File: src/rtl/shf_pkg.sv
package shf_pkg;
  typedef enum logic [1:0] {
    SH_LSL = 2'd0,
    SH_LSR = 2'd1,
    SH_ASR = 2'd2,
    SH_ALT = 2'd3
  } shf_op_e;

  typedef enum logic [1:0] {
    CNT_ZERO = 2'd0,
    CNT_PART = 2'd1,
    CNT_FULL = 2'd2,
    CNT_OVER = 2'd3
  } cnt_cls_e;
endpackage

File: src/rtl/shf_cnt_decode.sv
module shf_cnt_decode
  import shf_pkg::*;
#(
  parameter int W  = 32,
  parameter int CW = 32,
  localparam int SB = $clog2(W)
) (
  input  logic [CW-1:0] cnt,
  output logic [SB-1:0] amt,
  output cnt_cls_e      cls
);
  logic [SB:0] eff;

  always_comb begin
    eff = cnt[SB:0];
    amt = eff[SB-1:0];
    if (eff == '0)
      cls = CNT_ZERO;
    else if (!eff[SB])
      cls = CNT_PART;
    else if (eff[SB-1:0] == '0)
      cls = CNT_FULL;
    else
      cls = CNT_OVER;
  end
endmodule

File: src/rtl/shf_barrel.sv
module shf_barrel #(
  parameter int W = 32,
  localparam int SB = $clog2(W)
) (
  input  logic [W:0]    din,
  input  logic          fill,
  input  logic [SB-1:0] amt,
  output logic [W:0]    dout
);
  logic [W:0] stg [0:SB];

  assign stg[0] = din;

  for (genvar s = 0; s < SB; s++) begin : g_stage
    localparam int D = 1 << s;
    assign stg[s+1] = amt[s] ? {{D{fill}}, stg[s][W:D]} : stg[s];
  end

  assign dout = stg[SB];
endmodule

File: src/rtl/shf_core.sv
module shf_core
  import shf_pkg::*;
#(
  parameter int W  = 32,
  parameter int CW = 32
) (
  input  logic          clk,
  input  logic          rst,
  input  logic [W-1:0]  val_i,
  input  logic [CW-1:0] cnt_i,
  input  logic [1:0]    op_i,
  input  logic          cin_i,
  output logic [W-1:0]  res_o,
  output logic          carry_o,
  output logic          ext_o
);
  localparam int SB = $clog2(W);

  shf_op_e      op;
  cnt_cls_e     cls;
  logic [SB-1:0] amt;
  logic         go_left;
  logic [W-1:0] val_rev;
  logic [W-1:0] net_in;
  logic [W:0]   net_out;
  logic [W-1:0] part_raw;
  logic [W-1:0] part_rev;
  logic         fill;
  logic         sign;
  logic [W-1:0] res_n;
  logic         carry_n;

  assign op      = shf_op_e'(op_i);
  assign go_left = (op == SH_LSL);
  assign sign    = val_i[W-1];
  assign fill    = (op == SH_ASR) & sign;

  shf_cnt_decode #(.W(W), .CW(CW)) u_dec (
    .cnt (cnt_i),
    .amt (amt),
    .cls (cls)
  );

  for (genvar i = 0; i < W; i++) begin : g_rev
    assign val_rev[i]  = val_i[W-1-i];
    assign part_rev[i] = part_raw[W-1-i];
  end

  assign net_in = go_left ? val_rev : val_i;

  shf_barrel #(.W(W)) u_net (
    .din  ({net_in, 1'b0}),
    .fill (fill),
    .amt  (amt),
    .dout (net_out)
  );

  assign part_raw = net_out[W:1];

  always_comb begin
    res_n   = val_i;
    carry_n = cin_i;
    unique case (cls)
      CNT_ZERO: begin
        res_n   = val_i;
        carry_n = cin_i;
      end
      CNT_PART: begin
        res_n   = go_left ? part_rev : part_raw;
        carry_n = net_out[0];
      end
      CNT_FULL: begin
        res_n   = (op == SH_ASR) ? {W{sign}} : '0;
        carry_n = go_left ? val_i[0] : sign;
      end
      CNT_OVER: begin
        res_n   = (op == SH_ASR) ? {W{sign}} : '0;
        carry_n = (op == SH_ASR) ? sign : 1'b0;
      end
      default: begin
        res_n   = val_i;
        carry_n = cin_i;
      end
    endcase
  end

  always_ff @(posedge clk) begin
    if (rst) begin
      res_o   <= '0;
      carry_o <= 1'b0;
      ext_o   <= 1'b0;
    end else begin
      res_o   <= res_n;
      carry_o <= carry_n;
      ext_o   <= carry_n;
    end
  end
endmodule

File: config.mk
export PLATFORM = sky130hd
export DESIGN_NAME = shf_core
export DESIGN_NICKNAME = d
export VERILOG_FILES = /design/src/rtl/shf_pkg.sv /design/src/rtl/shf_cnt_decode.sv /design/src/rtl/shf_barrel.sv /design/src/rtl/shf_core.sv
export SDC_FILE = /design/constraint.sdc
export NUM_CORES = 1
export LEC_CHECK = 0
export BUFFER_PORTS_ARGS = -buffer_cell sky130_fd_sc_hd__buf_2
export CAP_MARGIN = 20
export CORE_MARGIN = 4
export CORE_UTILIZATION = 40
export DETAILED_ROUTE_END_ITERATION = 7
export GPL_ROUTABILITY_DRIVEN = 0
export PLACE_DENSITY = 0.73
export SYNTH_ARGS = -nofsm -noshare
export SYNTH_HDL_FRONTEND = slang
export SYNTH_HIERARCHICAL = 1
export SYNTH_SLANG_ARGS = --single-unit
File: constraint.sdc
create_clock -name clk -period 2.43 [get_ports clk]
set_input_delay 0.1215 -clock clk [delete_from_list [all_inputs] [get_ports clk]]
set_output_delay 0.1215 -clock clk [all_outputs]
set_load 0.005 [all_outputs]
# Word level (Yosys, flattened, before mapping)

Cells that the tools add are included.

Register bits after elaboration: 33
Bits of input ports: 69
Output and inout port bits: 34

Equal/unequal tests: 4
Mux-type cells: 15
Bitwise gates (word level): 1
Reduce and logical (&&, ||, !) cells: 5

Operators with widths:

| operator                                                        | number |
|---|---|
| 33-bit two-way mux                                              | 5 |
| 32-bit two-way mux                                              | 3 |
| 32-bit one-hot mux with 3 select lines                          | 1 |
| 2-bit == test, second input constant                            | 3 |
| 6-bit logical NOT                                               | 1 |
| 5-bit logical NOT                                               | 1 |
| 2-bit logical NOT                                               | 2 |
| 2-bit two-way mux                                               | 2 |
| 1-bit one-hot mux with 4 select lines                           | 1 |
| 1-bit two-way mux                                               | 3 |
| 2-bit by 1-bit == test with 1-bit output, second input constant | 1 |
| 2-bit OR reduction                                              | 1 |
| 1-bit AND                                                       | 1 |

# Depth between registers and ports, before layout

Word-level depth: 9
Depth in mapped cells: 11

# By module

Netlist, hierarchy kept.

By module, submodules not included:

| module         | times used | cells an instance | area each (um2) |
|---|---|---|---|
| shf_barrel     | 1          | 235               | 2,223.4 |
| shf_core       | 1          | 195               | 1,918.1 |
| shf_cnt_decode | 1          | 9                 | 53.8 |

# Worst setup path after synthesis

Ideal clock, no wire load.

Path kind: input -> register
Start: input port op_i[0]
End: register res_o[27]
Library setup time: 138 ps
Arrival: 2,425 ps
Required time: 2,292 ps
Path slack: -134 ps
Cell stages on the path: 9
Buffers on the path: 1
Cells stage by stage: nor2_4 -> buf_2 -> mux2_2 -> mux4_2 -> mux2_2 -> a222oi_1 -> o221ai_1 -> mux2i_1 -> a211oi_1

Cells in the longest elaborated chain, start to end: 9
Elaborated cells between the ends (all ways): 12
Classes of those cells: eq/ne: 1; mux: 9; bitwise: 1; reduce/logical: 1

Ends and longest elaborated chain:

| element                                | line             | text |
|---|---|---|
| start: declaration                     | shf_core.sv:11   | `input logic [1:0] op_i,` |
| 2-bit logical NOT                      | shf_core.sv:34   | `assign go_left = (op == SH_LSL);` |
| 32-bit two-way mux                     | shf_core.sv:49   | `assign net_in = go_left ? val_rev : val_i;` |
| named net net_in[19]                   | shf_core.sv:24   | `logic [W-1:0] net_in;` |
| 33-bit two-way mux (5 in series)       | shf_barrel.sv:16 | `assign stg[s+1] = amt[s] ? {{D{fill}}, stg[s][W:D]} : stg[s];` |
| named net net_out[5]                   | shf_core.sv:25   | `logic [W:0] net_out;` |
| 32-bit two-way mux                     | shf_core.sv:69   | `res_n = go_left ? part_rev : part_raw;` |
| 32-bit one-hot mux with 3 select lines | shf_core.sv:63   | `unique case (cls)` |
| end signal: assignment                 | shf_core.sv:93   | `res_o <= res_n;` |
| end: declaration                       | shf_core.sv:13   | `output logic [W-1:0] res_o,` |

The timed path passes the listed nets, and every way through them passes these cells.
A chain may end at the register's enable or synchronous reset.

# Final worst setup path

Start: input port op_i[0]
End: register res_o[25]

The elaborated chain is that of the path after synthesis.

==> flow_summary.json <==
{
  "outcome": "complete, no violations",
  "ys_top_cells_by_count": "mux2i_1 (61), mux2_2 (43), nand2_1 (42)",
  "synthXorXnorAreaFrac_pct": 0,
  "synth_top_area_share_pct": 19.3,
  "fin_nets": 613,
  "rows": 37,
  "synthFlopType": "dfxtp_1",
  "min_period_ps": 2390,
  "yosys.area.top_type": "mux4_2",
  "start_kind": "input pin",
  "synth_top_family_by_area": "multiplexers",
  "clock-root-buffer": "clkbuf_8",
  "drc": 0,
  "clock.fmax_mhz": 418,
  "grt_util_met3_pct": 4.44,
  "synth_edf_count": 0,
  "ys_ff_latch": 33,
  "grt_max_degree": 33,
  "syn_nets": 508,
  "whs_ps": 74.3,
  "vias": 4428,
  "leakage_nw": 2.23,
  "cts_inserted_buffers": 5,
  "dp_slack_ps": -291,
  "yosysMostFrequentCell": "mux2i_1",
  "worstPathMaxFanout": 16,
  "ys_async_sr_fraction_pct": 0,
  "wirelength_microns": 14800,
  "grt_usage_pct": 22.5,
  "antenna_found_initial": 0,
  "maxSlewViolCount": 0,
  "yosysSeqAreaShare_pct": 15.7,
  "core_sq_um": 10300,
  "slew_headroom_pct": 56.3,
  "grt_pass1_vias": 4259,
  "ant_nets": 0,
  "pin_count": 103,
  "finalSetupViolCount": 0,
  "grt.overflow.total": 0,
  "tightestPinTransition_ps": 653,
  "startpoint": "op_i[0]",
  "area_growth_syn_to_layout_pct": 27.2,
  "required_ps": 2580,
  "path_class": "in -> reg",
  "muxShareOfSynthArea_pct": 45.7,
  "worstPathArrival_ps": 2540,
  "fin_util_pct": 51.9,
  "critPathCaptureType": "flip-flop",
  "die_area_sq_um": 12200,
  "vias_per_cell": 6.50,
  "clk_pin_slew_ps": 60,
  "grtUsageMet1_pct": 27.7,
  "ys_warn_count": 6,
  "firstDrtPassIters": 7,
  "vdd_ir_drop_max_uv": 215,
  "num-fill-cells": 926,
  "use_met2_pct": 36.9,
  "min_from": "val_i[29]",
  "period_share_pct": 98.5,
  "initial_core_util_pct": 40.8,
  "netlist_instances": 439,
  "wl_per_cell_microns": 21.7,
  "dp_hpwl_microns": 11200,
  "diodes": 0,
  "synthDistinctLibCells": 61,
  "cts_tree": "yes",
  "drt-initial-drc-count": 643,
  "yosys.area_share.simple_pct": 11.5,
  "min_path_type": "in -> reg",
  "busiest_layer": "met2",
  "hold_viol_final": 0,
  "grt_pass1_wl_microns": 22600,
  "drive_gt1_share_pct": 45.1,
  "io_buffers": 76,
  "worst_slack_ps": 35.8,
  "synthAdderAreaFrac_pct": 0,
  "cap_violations": 0,
  "syn_area_sq_um": 4200,
  "powerDensity_nw_per_um2": 396,
  "synth_area_leaders": "mux4_2 (19%), dfxtp_1 (16%), mux2i_1 (15%), mux2_2 (12%), o211ai_1 (5.2%)",
  "die_w_microns": 110,
  "synth-compound-area-share_pct": 19.7,
  "cts_num_sinks": 33,
  "htree_levels": 2,
  "finalSetupTns_ps": 0,
  "syn_avg_cell_area_sq_um": 9.56,
  "cts_buffer_depth": 2,
  "die_h_microns": 110,
  "rsz0062_at_grt": "yes"
}
power breakdown:
part,internal (mW),switching (mW)
sequential,0.580,0.00816
clock,0.203,0.203
combinational,0.548,0.569
total,1.33,0.780
cell families after synthesis:
family,Yosys count
simple gates,99
flops,33
other cells,1
mux,141
compound gates,111
buf+inv,54
per-stage QoR:
| stage | cells | power (mW) | instance area [sq um] |
|---|---|---|---|
| CTS | 673 | 2.03 | 5130 |
| finish | 681 | 2.11 | 5340 |
| global route | 681 | 2.20 | 5340 |
| global placement | 665 | 1.61 | 5050 |
| detailed placement | 665 | 1.63 | 5050 |
| floorplan | 439 | 1.26 | 4240 |
state kept, by name (all words and copies together), names as in the netlist:
name,flops
res_o,32
ext_o,1
path summary, 6_finish.rpt:
check,end,slack [ps],cells after the start
setup / recovery,res_o[25],40,11
hold / removal,res_o[29],70,3
critical path, cell delays in order:
cell,delay (ps)
buf_6,100
nor2_4,140
buf_4,150
buf_12,160
mux2_4,350
mux2_2,320
mux2i_1,370
mux2i_1,190
a211o_1,380
mux2i_1,170
o211ai_1,90
placed cells by master, fill, tap and decap left out, types with 3 or more instances in the layout:
cell type  count
a32oi_1        3
nor2_1        16
dfxtp_1       33
o21ai_1        9
buf_4         63
mux2_2        20
mux2_4        23
o21ai_0        6
o22ai_1        6
nand2b_1       6
and2_1         5
mux2i_1       59
o221ai_1       5
buf_2         74
a22oi_1        6
mux4_2        36
clkbuf_1       3
nand2_1       42
inv_1          3
buf_12         7
clkbuf_8       5
a211oi_1      11
nor3_1        12
o211ai_1      29
a21oi_1        5
area by class of cell:
| type | instances | area [sq um] | area share, % |
|---|---|---|---|
| Multi-Input combinational cell | 352 | 3350 | 62.9 |
| Inverter | 4 | 15.0 | 0.281 |
| Timing Repair Buffer | 148 | 1060 | 19.8 |
| Clock buffer | 8 | 80.1 | 1.50 |
| Sequential cell | 33 | 661 | 12.4 |
| Tap cell | 136 | 170 | 3.19 |
per-layer routing:
layer / routed length, microns / share of wire (%)
met3: 1640 / 11
met1: 5410 / 37
met2: 6860 / 46
met4: 849 / 5.8
met5: 0 / 0
what timing repair did:
| item | in CTS | in global routing |
|---|---|---|
| hold endpoints to repair | 0 | 0 |
| hold buffers | 0 | 0 |
| gates resized for setup | 0 | 26 |
| setup buffers | 0 | 6 |
| setup endpoints to repair | 0 | 16 |
Power figures use the tool's default switching activity.
